### config.mk
export PLATFORM = sky130hd
export DESIGN_NAME = mesh_router
export DESIGN_NICKNAME = d
export VERILOG_FILES = /design/src/rtl/mesh_router_pkg.sv /design/src/rtl/router_fifo.sv /design/src/rtl/router_input.sv /design/src/rtl/rr_arbiter.sv /design/src/rtl/router_output.sv /design/src/rtl/mesh_router.sv
export SDC_FILE = /design/constraint.sdc
export NUM_CORES = 2
export LEC_CHECK = 0
export ABC_AREA = 1
export CAP_MARGIN = 10
export CELL_PAD_IN_SITES_DETAIL_PLACEMENT = 2
export CELL_PAD_IN_SITES_GLOBAL_PLACEMENT = 2
export CORE_MARGIN = 2
export CORE_UTILIZATION = 38
export CTS_CLUSTER_SIZE = 10
export DETAILED_ROUTE_END_ITERATION = 7
export PLACE_DENSITY = 0.78
export SLEW_MARGIN = 20
export SYNTH_ARGS = -nofsm -noshare
export SYNTH_HDL_FRONTEND = slang
export SYNTH_HIERARCHICAL = 1
export SYNTH_SLANG_ARGS = --single-unit
export TNS_END_PERCENT = 5
### constraint.sdc
create_clock -name clk -period 4.5 [get_ports clk]
set_input_delay 0.675 -clock clk [delete_from_list [all_inputs] [get_ports clk]]
set_output_delay 0.675 -clock clk [all_outputs]
set_load 0.03 [all_outputs]
### src/rtl/mesh_router_pkg.sv
`timescale 1ns/1ps
package mesh_router_pkg;
  localparam int NPORT = 5;
  localparam int PIDX_W = 3;

  localparam logic [1:0] FT_HEAD = 2'b01;
  localparam logic [1:0] FT_BODY = 2'b10;
  localparam logic [1:0] FT_TAIL = 2'b11;

  typedef enum int {
    P_XP  = 0,
    P_XM  = 1,
    P_YP  = 2,
    P_YM  = 3,
    P_LOC = 4
  } port_e;

  typedef enum logic [1:0] {
    IN_RC  = 2'd0,
    IN_VSA = 2'd1,
    IN_ST  = 2'd2
  } in_state_e;
endpackage

### src/rtl/router_fifo.sv
`timescale 1ns/1ps
module router_fifo #(
  parameter int W     = 64,
  parameter int DEPTH = 4
) (
  input  logic         clk,
  input  logic         rst_n,
  input  logic         wr_en,
  input  logic [W-1:0] wr_data,
  input  logic         rd_en,
  output logic [W-1:0] rd_data,
  output logic         not_empty
);
  localparam int AW = (DEPTH > 1) ? $clog2(DEPTH) : 1;
  localparam int CW = $clog2(DEPTH + 1);

  logic [W-1:0]  mem [DEPTH];
  logic [AW-1:0] wr_ptr_q, wr_ptr_d, rd_ptr_q, rd_ptr_d;
  logic [CW-1:0] count_q, count_d;

  always_comb begin
    wr_ptr_d = wr_ptr_q;
    rd_ptr_d = rd_ptr_q;
    count_d  = count_q;
    if (wr_en) wr_ptr_d = (wr_ptr_q == AW'(DEPTH - 1)) ? '0 : wr_ptr_q + 1'b1;
    if (rd_en) rd_ptr_d = (rd_ptr_q == AW'(DEPTH - 1)) ? '0 : rd_ptr_q + 1'b1;
    if (wr_en && !rd_en)      count_d = count_q + 1'b1;
    else if (!wr_en && rd_en) count_d = count_q - 1'b1;
  end

  always_ff @(posedge clk or negedge rst_n) begin
    if (!rst_n) begin
      wr_ptr_q <= '0;
      rd_ptr_q <= '0;
      count_q  <= '0;
    end else begin
      wr_ptr_q <= wr_ptr_d;
      rd_ptr_q <= rd_ptr_d;
      count_q  <= count_d;
    end
  end

  always_ff @(posedge clk) begin
    if (wr_en) mem[wr_ptr_q] <= wr_data;
  end

  assign rd_data   = mem[rd_ptr_q];
  assign not_empty = (count_q != '0);


  no_overflow_chk: assert property (@(posedge clk) disable iff (!rst_n)
    (count_q == CW'(DEPTH) && !rd_en) |-> !wr_en);


  no_underflow_chk: assert property (@(posedge clk) disable iff (!rst_n)
    rd_en |-> not_empty);
endmodule

### src/rtl/router_input.sv
`timescale 1ns/1ps
module router_input
  import mesh_router_pkg::*;
#(
  parameter int FLIT_W  = 64,
  parameter int COORD_W = 3,
  parameter int DEPTH   = 4,
  parameter int MY_X    = 3,
  parameter int MY_Y    = 3
) (
  input  logic              clk,
  input  logic              rst_n,
  input  logic              in_valid,
  input  logic [FLIT_W-1:0] in_flit,
  input  logic              grant,
  input  logic              send,
  output logic [NPORT-1:0]  req,
  output logic [FLIT_W-1:0] head_flit,
  output logic              head_ok,
  output logic              credit_out
);
  localparam int TYPE_HI = FLIT_W - 1;
  localparam int DX_HI   = FLIT_W - 3;
  localparam int DY_HI   = FLIT_W - 3 - COORD_W;

  in_state_e         state_q, state_d;
  logic [NPORT-1:0]  route_q, route_d;
  logic              route_en;
  logic              credit_q;
  logic [1:0]        ftype;
  logic [COORD_W-1:0] dst_x, dst_y;

  router_fifo #(.W(FLIT_W), .DEPTH(DEPTH)) u_fifo (
    .clk       (clk),
    .rst_n     (rst_n),
    .wr_en     (in_valid),
    .wr_data   (in_flit),
    .rd_en     (send),
    .rd_data   (head_flit),
    .not_empty (head_ok)
  );

  assign ftype = head_flit[TYPE_HI -: 2];
  assign dst_x = head_flit[DX_HI -: COORD_W];
  assign dst_y = head_flit[DY_HI -: COORD_W];

  // route computation (dimension order: X, then Y, then core)
  always_comb begin
    route_d = '0;
    if (dst_x > COORD_W'(MY_X))      route_d[P_XP]  = 1'b1;
    else if (dst_x < COORD_W'(MY_X)) route_d[P_XM]  = 1'b1;
    else if (dst_y > COORD_W'(MY_Y)) route_d[P_YP]  = 1'b1;
    else if (dst_y < COORD_W'(MY_Y)) route_d[P_YM]  = 1'b1;
    else                             route_d[P_LOC] = 1'b1;
  end

  always_comb begin
    state_d  = state_q;
    route_en = 1'b0;
    unique case (state_q)
      IN_RC: if (head_ok && ftype == FT_HEAD) begin
        state_d  = IN_VSA;
        route_en = 1'b1;
      end
      IN_VSA: if (grant) state_d = IN_ST;
      IN_ST:  if (send && ftype == FT_TAIL) state_d = IN_RC;
      default: state_d = IN_RC;
    endcase
  end

  always_ff @(posedge clk or negedge rst_n) begin
    if (!rst_n) begin
      state_q  <= IN_RC;
      route_q  <= '0;
      credit_q <= 1'b0;
    end else begin
      state_q  <= state_d;
      credit_q <= send;
      if (route_en) route_q <= route_d;
    end
  end

  assign req        = (state_q == IN_VSA) ? route_q : '0;
  assign credit_out = credit_q;


  vsa_head_chk: assert property (@(posedge clk) disable iff (!rst_n)
    (state_q == IN_VSA) |-> (head_ok && ftype == FT_HEAD));


  send_streaming_chk: assert property (@(posedge clk) disable iff (!rst_n)
    send |-> (state_q == IN_ST));
endmodule

### src/rtl/rr_arbiter.sv
`timescale 1ns/1ps
module rr_arbiter #(
  parameter int N = 5
) (
  input  logic                 clk,
  input  logic                 rst_n,
  input  logic [N-1:0]         req,
  input  logic                 adv,
  output logic [N-1:0]         gnt,
  output logic [$clog2(N)-1:0] gnt_idx
);
  localparam int IW = $clog2(N);

  logic [IW-1:0] ptr_q, ptr_d;
  logic          found;
  int            p;

  always_comb begin
    gnt     = '0;
    gnt_idx = '0;
    found   = 1'b0;
    p       = 0;
    for (int k = 0; k < N; k++) begin
      p = int'(ptr_q) + k;
      if (p >= N) p = p - N;
      if (!found && req[p]) begin
        found   = 1'b1;
        gnt[p]  = 1'b1;
        gnt_idx = IW'(p);
      end
    end
  end

  always_comb begin
    ptr_d = ptr_q;
    if (adv && found) ptr_d = (gnt_idx == IW'(N - 1)) ? '0 : gnt_idx + 1'b1;
  end

  always_ff @(posedge clk or negedge rst_n) begin
    if (!rst_n) ptr_q <= '0;
    else        ptr_q <= ptr_d;
  end


  gnt_subset_chk: assert property (@(posedge clk) disable iff (!rst_n)
    (gnt & ~req) == '0);


  gnt_live_chk: assert property (@(posedge clk) disable iff (!rst_n)
    (req != '0) |-> $onehot(gnt));
endmodule

### src/rtl/router_output.sv
`timescale 1ns/1ps
module router_output
  import mesh_router_pkg::*;
#(
  parameter int FLIT_W = 64,
  parameter int DEPTH  = 4
) (
  input  logic                         clk,
  input  logic                         rst_n,
  input  logic [NPORT-1:0]             req_col,
  input  logic [NPORT-1:0][FLIT_W-1:0] heads,
  input  logic [NPORT-1:0]             head_ok,
  input  logic                         credit_in,
  output logic [NPORT-1:0]             grant_sel,
  output logic [NPORT-1:0]             send_sel,
  output logic                         out_valid,
  output logic [FLIT_W-1:0]            out_flit
);
  localparam int CW = $clog2(DEPTH + 1);
  localparam int IW = $clog2(NPORT);

  logic              locked_q, locked_d;
  logic [IW-1:0]     owner_q, owner_d;
  logic [CW-1:0]     cred_q, cred_d;
  logic              oval_q;
  logic [FLIT_W-1:0] oflit_q;
  logic [NPORT-1:0]  arb_req, arb_gnt;
  logic [IW-1:0]     arb_idx;
  logic              arb_adv, sending;
  logic [FLIT_W-1:0] sel_flit;

  assign arb_req = locked_q ? '0 : req_col;
  assign arb_adv = !locked_q && (req_col != '0);

  rr_arbiter #(.N(NPORT)) u_arb (
    .clk     (clk),
    .rst_n   (rst_n),
    .req     (arb_req),
    .adv     (arb_adv),
    .gnt     (arb_gnt),
    .gnt_idx (arb_idx)
  );

  assign sel_flit = heads[owner_q];
  assign sending  = locked_q && head_ok[owner_q] && (cred_q != '0);

  always_comb begin
    locked_d = locked_q;
    owner_d  = owner_q;
    if (arb_adv) begin
      locked_d = 1'b1;
      owner_d  = arb_idx;
    end else if (sending && sel_flit[FLIT_W-1 -: 2] == FT_TAIL) begin
      locked_d = 1'b0;
    end
    cred_d = cred_q;
    if (sending && !credit_in)      cred_d = cred_q - 1'b1;
    else if (!sending && credit_in) cred_d = cred_q + 1'b1;
  end

  always_ff @(posedge clk or negedge rst_n) begin
    if (!rst_n) begin
      locked_q <= 1'b0;
      owner_q  <= '0;
      cred_q   <= CW'(DEPTH);
      oval_q   <= 1'b0;
      oflit_q  <= '0;
    end else begin
      locked_q <= locked_d;
      owner_q  <= owner_d;
      cred_q   <= cred_d;
      oval_q   <= sending;
      if (sending) oflit_q <= sel_flit;
    end
  end

  assign grant_sel = arb_gnt;
  assign send_sel  = sending ? (NPORT'(1) << owner_q) : '0;
  assign out_valid = oval_q;
  assign out_flit  = oflit_q;


  cred_bound_chk: assert property (@(posedge clk) disable iff (!rst_n)
    cred_q <= CW'(DEPTH));


  cred_zero_chk: assert property (@(posedge clk) disable iff (!rst_n)
    (cred_q == '0) |=> !out_valid);


  head_first_chk: assert property (@(posedge clk) disable iff (!rst_n)
    ($rose(locked_q) && cred_q != '0) |=> (out_valid && out_flit[FLIT_W-1 -: 2] == FT_HEAD));


  owner_hold_chk: assert property (@(posedge clk) disable iff (!rst_n)
    (locked_q && $past(locked_q)) |-> $stable(owner_q));
endmodule

### src/rtl/mesh_router.sv
`timescale 1ns/1ps
module mesh_router
  import mesh_router_pkg::*;
#(
  parameter int FLIT_W     = 64,
  parameter int COORD_W    = 3,
  parameter int FIFO_DEPTH = 4,
  parameter int MY_X       = 3,
  parameter int MY_Y       = 3
) (
  input  logic                         clk,
  input  logic                         rst_n,
  input  logic [NPORT-1:0]             in_valid,
  input  logic [NPORT-1:0][FLIT_W-1:0] in_flit,
  output logic [NPORT-1:0]             credit_out,
  output logic [NPORT-1:0]             out_valid,
  output logic [NPORT-1:0][FLIT_W-1:0] out_flit,
  input  logic [NPORT-1:0]             credit_in
);
  // matrices indexed [input][output] and [output][input]
  logic [NPORT-1:0][NPORT-1:0] req_io, req_oi;
  logic [NPORT-1:0][NPORT-1:0] gnt_oi, snd_oi, snd_io;
  logic [NPORT-1:0]            grant_in, send_in, head_ok;
  logic [NPORT-1:0][FLIT_W-1:0] heads;

  always_comb begin
    grant_in = '0;
    send_in  = '0;
    for (int i = 0; i < NPORT; i++) begin
      for (int o = 0; o < NPORT; o++) begin
        req_oi[o][i] = req_io[i][o];
        snd_io[i][o] = snd_oi[o][i];
        grant_in[i]  = grant_in[i] | gnt_oi[o][i];
        send_in[i]   = send_in[i]  | snd_oi[o][i];
      end
    end
  end

  for (genvar i = 0; i < NPORT; i++) begin : g_in
    router_input #(
      .FLIT_W (FLIT_W), .COORD_W (COORD_W), .DEPTH (FIFO_DEPTH),
      .MY_X   (MY_X),   .MY_Y    (MY_Y)
    ) u_in (
      .clk        (clk),
      .rst_n      (rst_n),
      .in_valid   (in_valid[i]),
      .in_flit    (in_flit[i]),
      .grant      (grant_in[i]),
      .send       (send_in[i]),
      .req        (req_io[i]),
      .head_flit  (heads[i]),
      .head_ok    (head_ok[i]),
      .credit_out (credit_out[i])
    );


    one_sink_chk: assert property (@(posedge clk) disable iff (!rst_n)
      $onehot0(snd_io[i]));
  end

  for (genvar o = 0; o < NPORT; o++) begin : g_out
    router_output #(.FLIT_W (FLIT_W), .DEPTH (FIFO_DEPTH)) u_out (
      .clk       (clk),
      .rst_n     (rst_n),
      .req_col   (req_oi[o]),
      .heads     (heads),
      .head_ok   (head_ok),
      .credit_in (credit_in[o]),
      .grant_sel (gnt_oi[o]),
      .send_sel  (snd_oi[o]),
      .out_valid (out_valid[o]),
      .out_flit  (out_flit[o])
    );
  end
endmodule

# Yosys cells after proc, flatten, opt, wreduce, memory -nomap -nowiden
# Memory sizes are Yosys's and may differ from the RTL's.
# Index checks and enable logic that the tools add are counted.
[word_totals]
reg_bits = 450
memories = 5
out_inout_bits = 330
ram_bits = 1280
in_bits = 332
word_cells = 935
[mem_list]
columns = ["memory", "depth", "width", "rd", "rd_clocked_by_memory_dff", "write_ports", "line", "rtl"]
rows = [
  ["g_in[0].u_in.u_fifo.mem", 4, 64, 1, 0, 1, "router_fifo.sv:17", "logic [W-1:0] mem [DEPTH];"],
  ["g_in[1].u_in.u_fifo.mem", 4, 64, 1, 0, 1, "router_fifo.sv:17", ""],
  ["g_in[2].u_in.u_fifo.mem", 4, 64, 1, 0, 1, "router_fifo.sv:17", ""],
  ["g_in[3].u_in.u_fifo.mem", 4, 64, 1, 0, 1, "router_fifo.sv:17", ""],
  ["g_in[4].u_in.u_fifo.mem", 4, 64, 1, 0, 1, "router_fifo.sv:17", ""],
]
[op_classes]
n_shift = 5
addsub = 80
n_mux = 385
reduce_logical = 185
bitwise_logic = 60
order_cmp = 100
eq_ne = 55
[ops]
columns = ["cell", "n"]
rows = [
  ["$bmux W64 S3", 5],
  ["$ge A32 B1 Y1 const B", 25],
  ["$lt A32 B5 Y1 const B", 25],
  ["$mux W32", 25],
  ["$mux W64", 5],
  ["$mux W5", 40],
  ["$mux W3", 55],
  ["$mux W1", 160],
  ["$logic_and A1 B1 Y1", 100],
  ["$or A5 B5 Y5", 20],
  ["$sub A4 B3 Y5 const B", 20],
  ["$bmux W1 S3", 30],
  ["$ge A4 B3 Y1 const B", 20],
  ["$demux W1 S3", 25],
  ["$mux W2", 30],
  ["$eq A2 B2 Y1 const B", 25],
  ["$add A3 B1 Y3 const B", 15],
  ["$logic_not A1 Y1", 45],
  ["$add A3 B2 Y4 const B", 10],
  ["$or A1 B1 Y1", 40],
  ["$gt A3 B2 Y1 const B", 10],
  ["$lt A3 B2 Y1 const B", 10],
  ["$ne A2 B1 Y1 const B", 15],
  ["$pmux W2 S3", 5],
  ["other kinds (16)", 110],
]

# Logic depth before layout (Yosys ltp)
[depth]
ltp_word = 25
mapped_depth = 24
depth_no_buf = 24

# Cells and area by module
# The synthesis kept the hierarchy.
[modules_own_cells]
columns = ["module", "seq_area_each_um2", "cells_each", "n_inst", "area_each_um2"]
rows = [
  ["router_fifo", 7862.5, 798, 5, 10597.7],
  ["router_output", 1803.0, 719, 5, 4877.2],
  ["rr_arbiter (g_out[0].u_out.u_arb ...)", 75.1, 309, 3, 1903.1],
  ["router_input", 200.2, 59, 5, 414.1],
  ["rr_arbiter (g_out[3].u_out.u_arb)", 75.1, 304, 1, 1840.5],
  ["rr_arbiter (g_out[4].u_out.u_arb)", 75.1, 300, 1, 1809.2],
  ["mesh_router", 0.0, 40, 1, 162.7],
]

# Worst setup path before layout
# OpenSTA, ideal clock, no wires.
[synth_timing]
path_kind = "reg-to-reg"
startpoint = "register g_out[3].u_out.u_arb.ptr_q[0]"
endpoint = "register g_in[0].u_in.state_q[1]"
setup_slack_ns = 1.385
required_time_ns = 4.435
arrival_ns = 3.050
path_stages_with_launch = 23
path_buffers = 1
synth_period_minus_slack_ns = 3.115
setup_ns = 0.065
path_cell_list = "dfrtp_1 -> inv_1 -> buf_2 -> ha_1 -> inv_1 -> ha_1 -> nor2_2 -> nor2_4 -> nand2_2 -> nand2_2 -> nor2_1 -> nand3_1 -> nand3_4 -> inv_2 -> nor2_8 -> nand4_4 -> nor2_2 -> nand3_1 -> o311ai_0 -> nor2_1 -> nand3_1 -> nand3b_1 -> nand2_1"
[synth_lines]
columns = ["item", "line", "rtl"]
rows = [
  ["start, declared", "rr_arbiter.sv:14", "logic [IW-1:0] ptr_q, ptr_d;"],
  ["start signal, assigned", "rr_arbiter.sv:41", "else ptr_q <= ptr_d;"],
  ["end signal, assigned", "router_input.sv:77", "state_q <= state_d;"],
  ["end, declared", "router_input.sv:26", "in_state_e state_q, state_d;"],
]

==> out/qor.yml <==
synthFlopType: "edfxtp_1"
p_leak_uw: 0.0432
skew_ns: 0.0583
final_antenna_net_count: 0
grt_pass1_vias: 83300
setup_viol: 0
switching_share_pct: 53.6
syn_area_per_cell_sq_um: 9.41
p_int_uw: 44400
final_common_cell: "nand2_1"
grtUsageTotal_pct: 36.2
worstSetupPathType: "reg -> reg"
cp_max_fo: 9
cpMostUsedCell: "inv_1"
ioPinCount: 662
crit_arrival_ns: 4.80
path_clk_slew_ns: 0.06
powerDensity_mw_per_mm2: 914
vias: 77800
dp_hpwl_um: 316000
synth_nets: 9892
final_nets: 10400
max_stage_delay_ns: 0.48
insertion_delay_ns: 0.92
drt-pass1-iter-count: 5
cts_root_buffer: "clkbuf_16"
fin_crit_sh_pct: 89.8
async_flop_share_pct: 26.0
comb_power_share_pct: 57.7
seq_power_share_pct: 25.7
tightest_slew_ns: 1.24
cts_buffers: 202
wl_per_cell_um: 32.8
cap_violations: 0
postCtsHoldBufs: 1
gr-total-overflow: 0
fin_crit_ns: 4.04
setup_ws_ns: 0.460
cts_resized: 0
most-common-layout-cells: "3330 x nand2_1, 1280 x edfxtp_1, 961 x inv_1, 660 x clkdlybuf4s50_1, 644 x o211ai_1"
die_area_sq_mm: 0.238
max_freq_mhz: 248
rsz0062_at_grt: "no"
status: "finished clean"
synth-warning-count: 6
required_ns: 5.26
cts_setup_buffers: 0
finalSetupTns_ns: 0
irDropWorstVdd_mv: 0.433
grt_pass1_wl_um: 618000
initial_core_util_pct: 38.2
die_w_um: 488
synth_seq_cells: 1730
numClockSinks: 1730
antenna_found_initial: 87
synth_cell_types: 58
rows: 177
drtIter0Drc: 7270
cts_htree_levels: 4
drive_gt1_share_pct: 9.03
synth_edf_count: 1280
crit_slowest_cell: "dfrtp_1"
clkPwrFrac_pct: 16.6
finalWirelength_um: 439000
globalplace.congestion: 0.902
synth_area_sq_mm: 0.0890
hold_viol: 0
path_cells: "inv_1 > ha_1 > inv_1 > ha_1 > nor2_1 > nor2_4 > o21ai_2 > inv_1 > nor2_2 > nand2_2 > nand2_2 > nor2_4 > nand2_1 > inv_1 > nand3_1 > nand3_1 > a21oi_1 > o31ai_1 > nor2_1 > nand3_1 > nand3b_1 > nand2_1"
core_area_sq_mm: 0.233
cts_tree: "built"
cp-start-kind: "register"
portBuffers: 661
drc: 0
p_sw_uw: 51300
viasPerCell: 5.82
slew_viol_final: 0
die_h_um: 488
critPathCaptureType: "register"
pre_cts_slack_ns: 0.509
area_growth_pct: 17.7
syn_inst: 9451
slew_headroom_pct: 17.6
ys_seq_area_share_pct: 55.9
holdWs_ns: 0.402
clock_path_buffers: 3
grt_max_degree: 156
hold_path_class: "in -> reg"
## path summary, 6_finish.rpt
path	cells after the start	endpoint	from	slack [ns]
min in group asynchronous	2	g_in[0].u_in/u_fifo/wr_ptr_q[0]$_DFFE_PN0P_	rst_n	0.46
setup reg to reg	22	g_in[3].u_in/state_q[1]$_DFFE_PN0P_	g_out[1].u_out/u_arb/ptr_q[1]$_DFFE_PN0P_	0.46
hold / removal	1	g_in[1].u_in/u_fifo/mem[2][3]$_DFFE_PP_	in_flit[67]	0.40
setup / recovery	22	g_in[3].u_in/state_q[1]$_DFFE_PN0P_	g_out[1].u_out/u_arb/ptr_q[1]$_DFFE_PN0P_	0.46
hold reg to reg	2	g_in[0].u_in/u_fifo/count_q[2]$_DFFE_PN0P_	g_in[0].u_in/u_fifo/count_q[2]$_DFFE_PN0P_	0.48
max in group asynchronous	3	g_in[1].u_in/u_fifo/count_q[1]$_DFFE_PN0P_	rst_n	2.95
## cells in the mapped netlist, types with 81 or more instances
master	number	area (sq um)
clkbuf_1	140	526
nand4_1	363	2270
dfrtp_1	445	11100
buf_6	116	1310
buf_2	162	811
nand3_1	209	1050
o21ai_0	81	405
o21ai_1	332	1660
nand2_2	107	669
o211ai_1	644	4830
edfxtp_1	1280	38400
ha_1	94	1180
a22oi_1	310	2330
nand2_1	3330	12500
nor2_1	241	905
inv_1	991	3720
## final cells by class
class | count | area (sq um)
Clock buffer | 342 | 5810
Multi-Input combinational cell | 6149 | 32100
Timing Repair Buffer | 840 | 8410
Clock inverter | 27 | 408
Fill cell | 24700 | 128000
Tap cell | 3132 | 3920
Antenna cell | 62 | 155
Inverter | 1079 | 4120
Sequential cell | 1730 | 49700
## power groups by stage
stage / Sequential, uW / Combinational (uW) / Clock [uW]
floorplan: 25900 / 29000 / 0
global placement: 24500 / 51600 / 0
detailed placement: 24700 / 53600 / 0
CTS: 24500 / 54200 / 16100
global route: 24800 / 58100 / 16700
finish: 24600 / 55200 / 15900
## metal layers
layer  up-vias  global-route usage [%]  share of wire (%)
met3      1015                    7.78                7.3
met2      3159                    58.6                 47
met4        36                    27.0                8.6
met1     40300                    42.4                 37
met5         -                       0              0.053
li1      33300                       -                  -
## stage by stage
step	area (sq um)	cells	power, uW	util, %
floorplan	89000	9451	54900	-
detailed placement	98300	12900	78300	42.2
global route	105000	13300	99600	44.9
CTS	105000	13300	94800	44.9
finish	105000	13400	95700	45.0
global placement	98300	12900	76000	42.2
## worst max-delay path, delay by kind of cell (launching register included)
family	cells	cell delay, ns
AOI/OAI and AO/OA	3	0.46
adders and majority gates	2	0.55
buffers and inverters	4	0.63
DFF	1	0.48
and+or+nand+nor	13	1.78
## sequential cells by signal, indices dropped and copies added, names as in the netlist, 15 cells and up
signal and cells:
g_out.u_out/u_arb/ptr_q 15, g_out.u_out/owner_q 15, g_in.u_in/u_fifo/mem 1280, g_out.u_out/out_flit 320, g_in.u_in/route_q 25, g_in.u_in/u_fifo/count_q 15, g_out.u_out/cred_q 15
## logic make-up (layout without fill, tap and decap cells)
logic type	count (synthesis)	count (layout)	synth area share, %
and+or+nand+nor	4533	4533	22.8
DFF	1730	1730	55.9
buffers and inverters	1572	2288	8.15
AOI/OAI and AO/OA	1488	1488	11.4
adders and majority gates	109	109	1.66
xor gates and xnor gates	19	19	0.195
other	0	62	0
No activity file was read; power rests on OpenSTA's default activity.
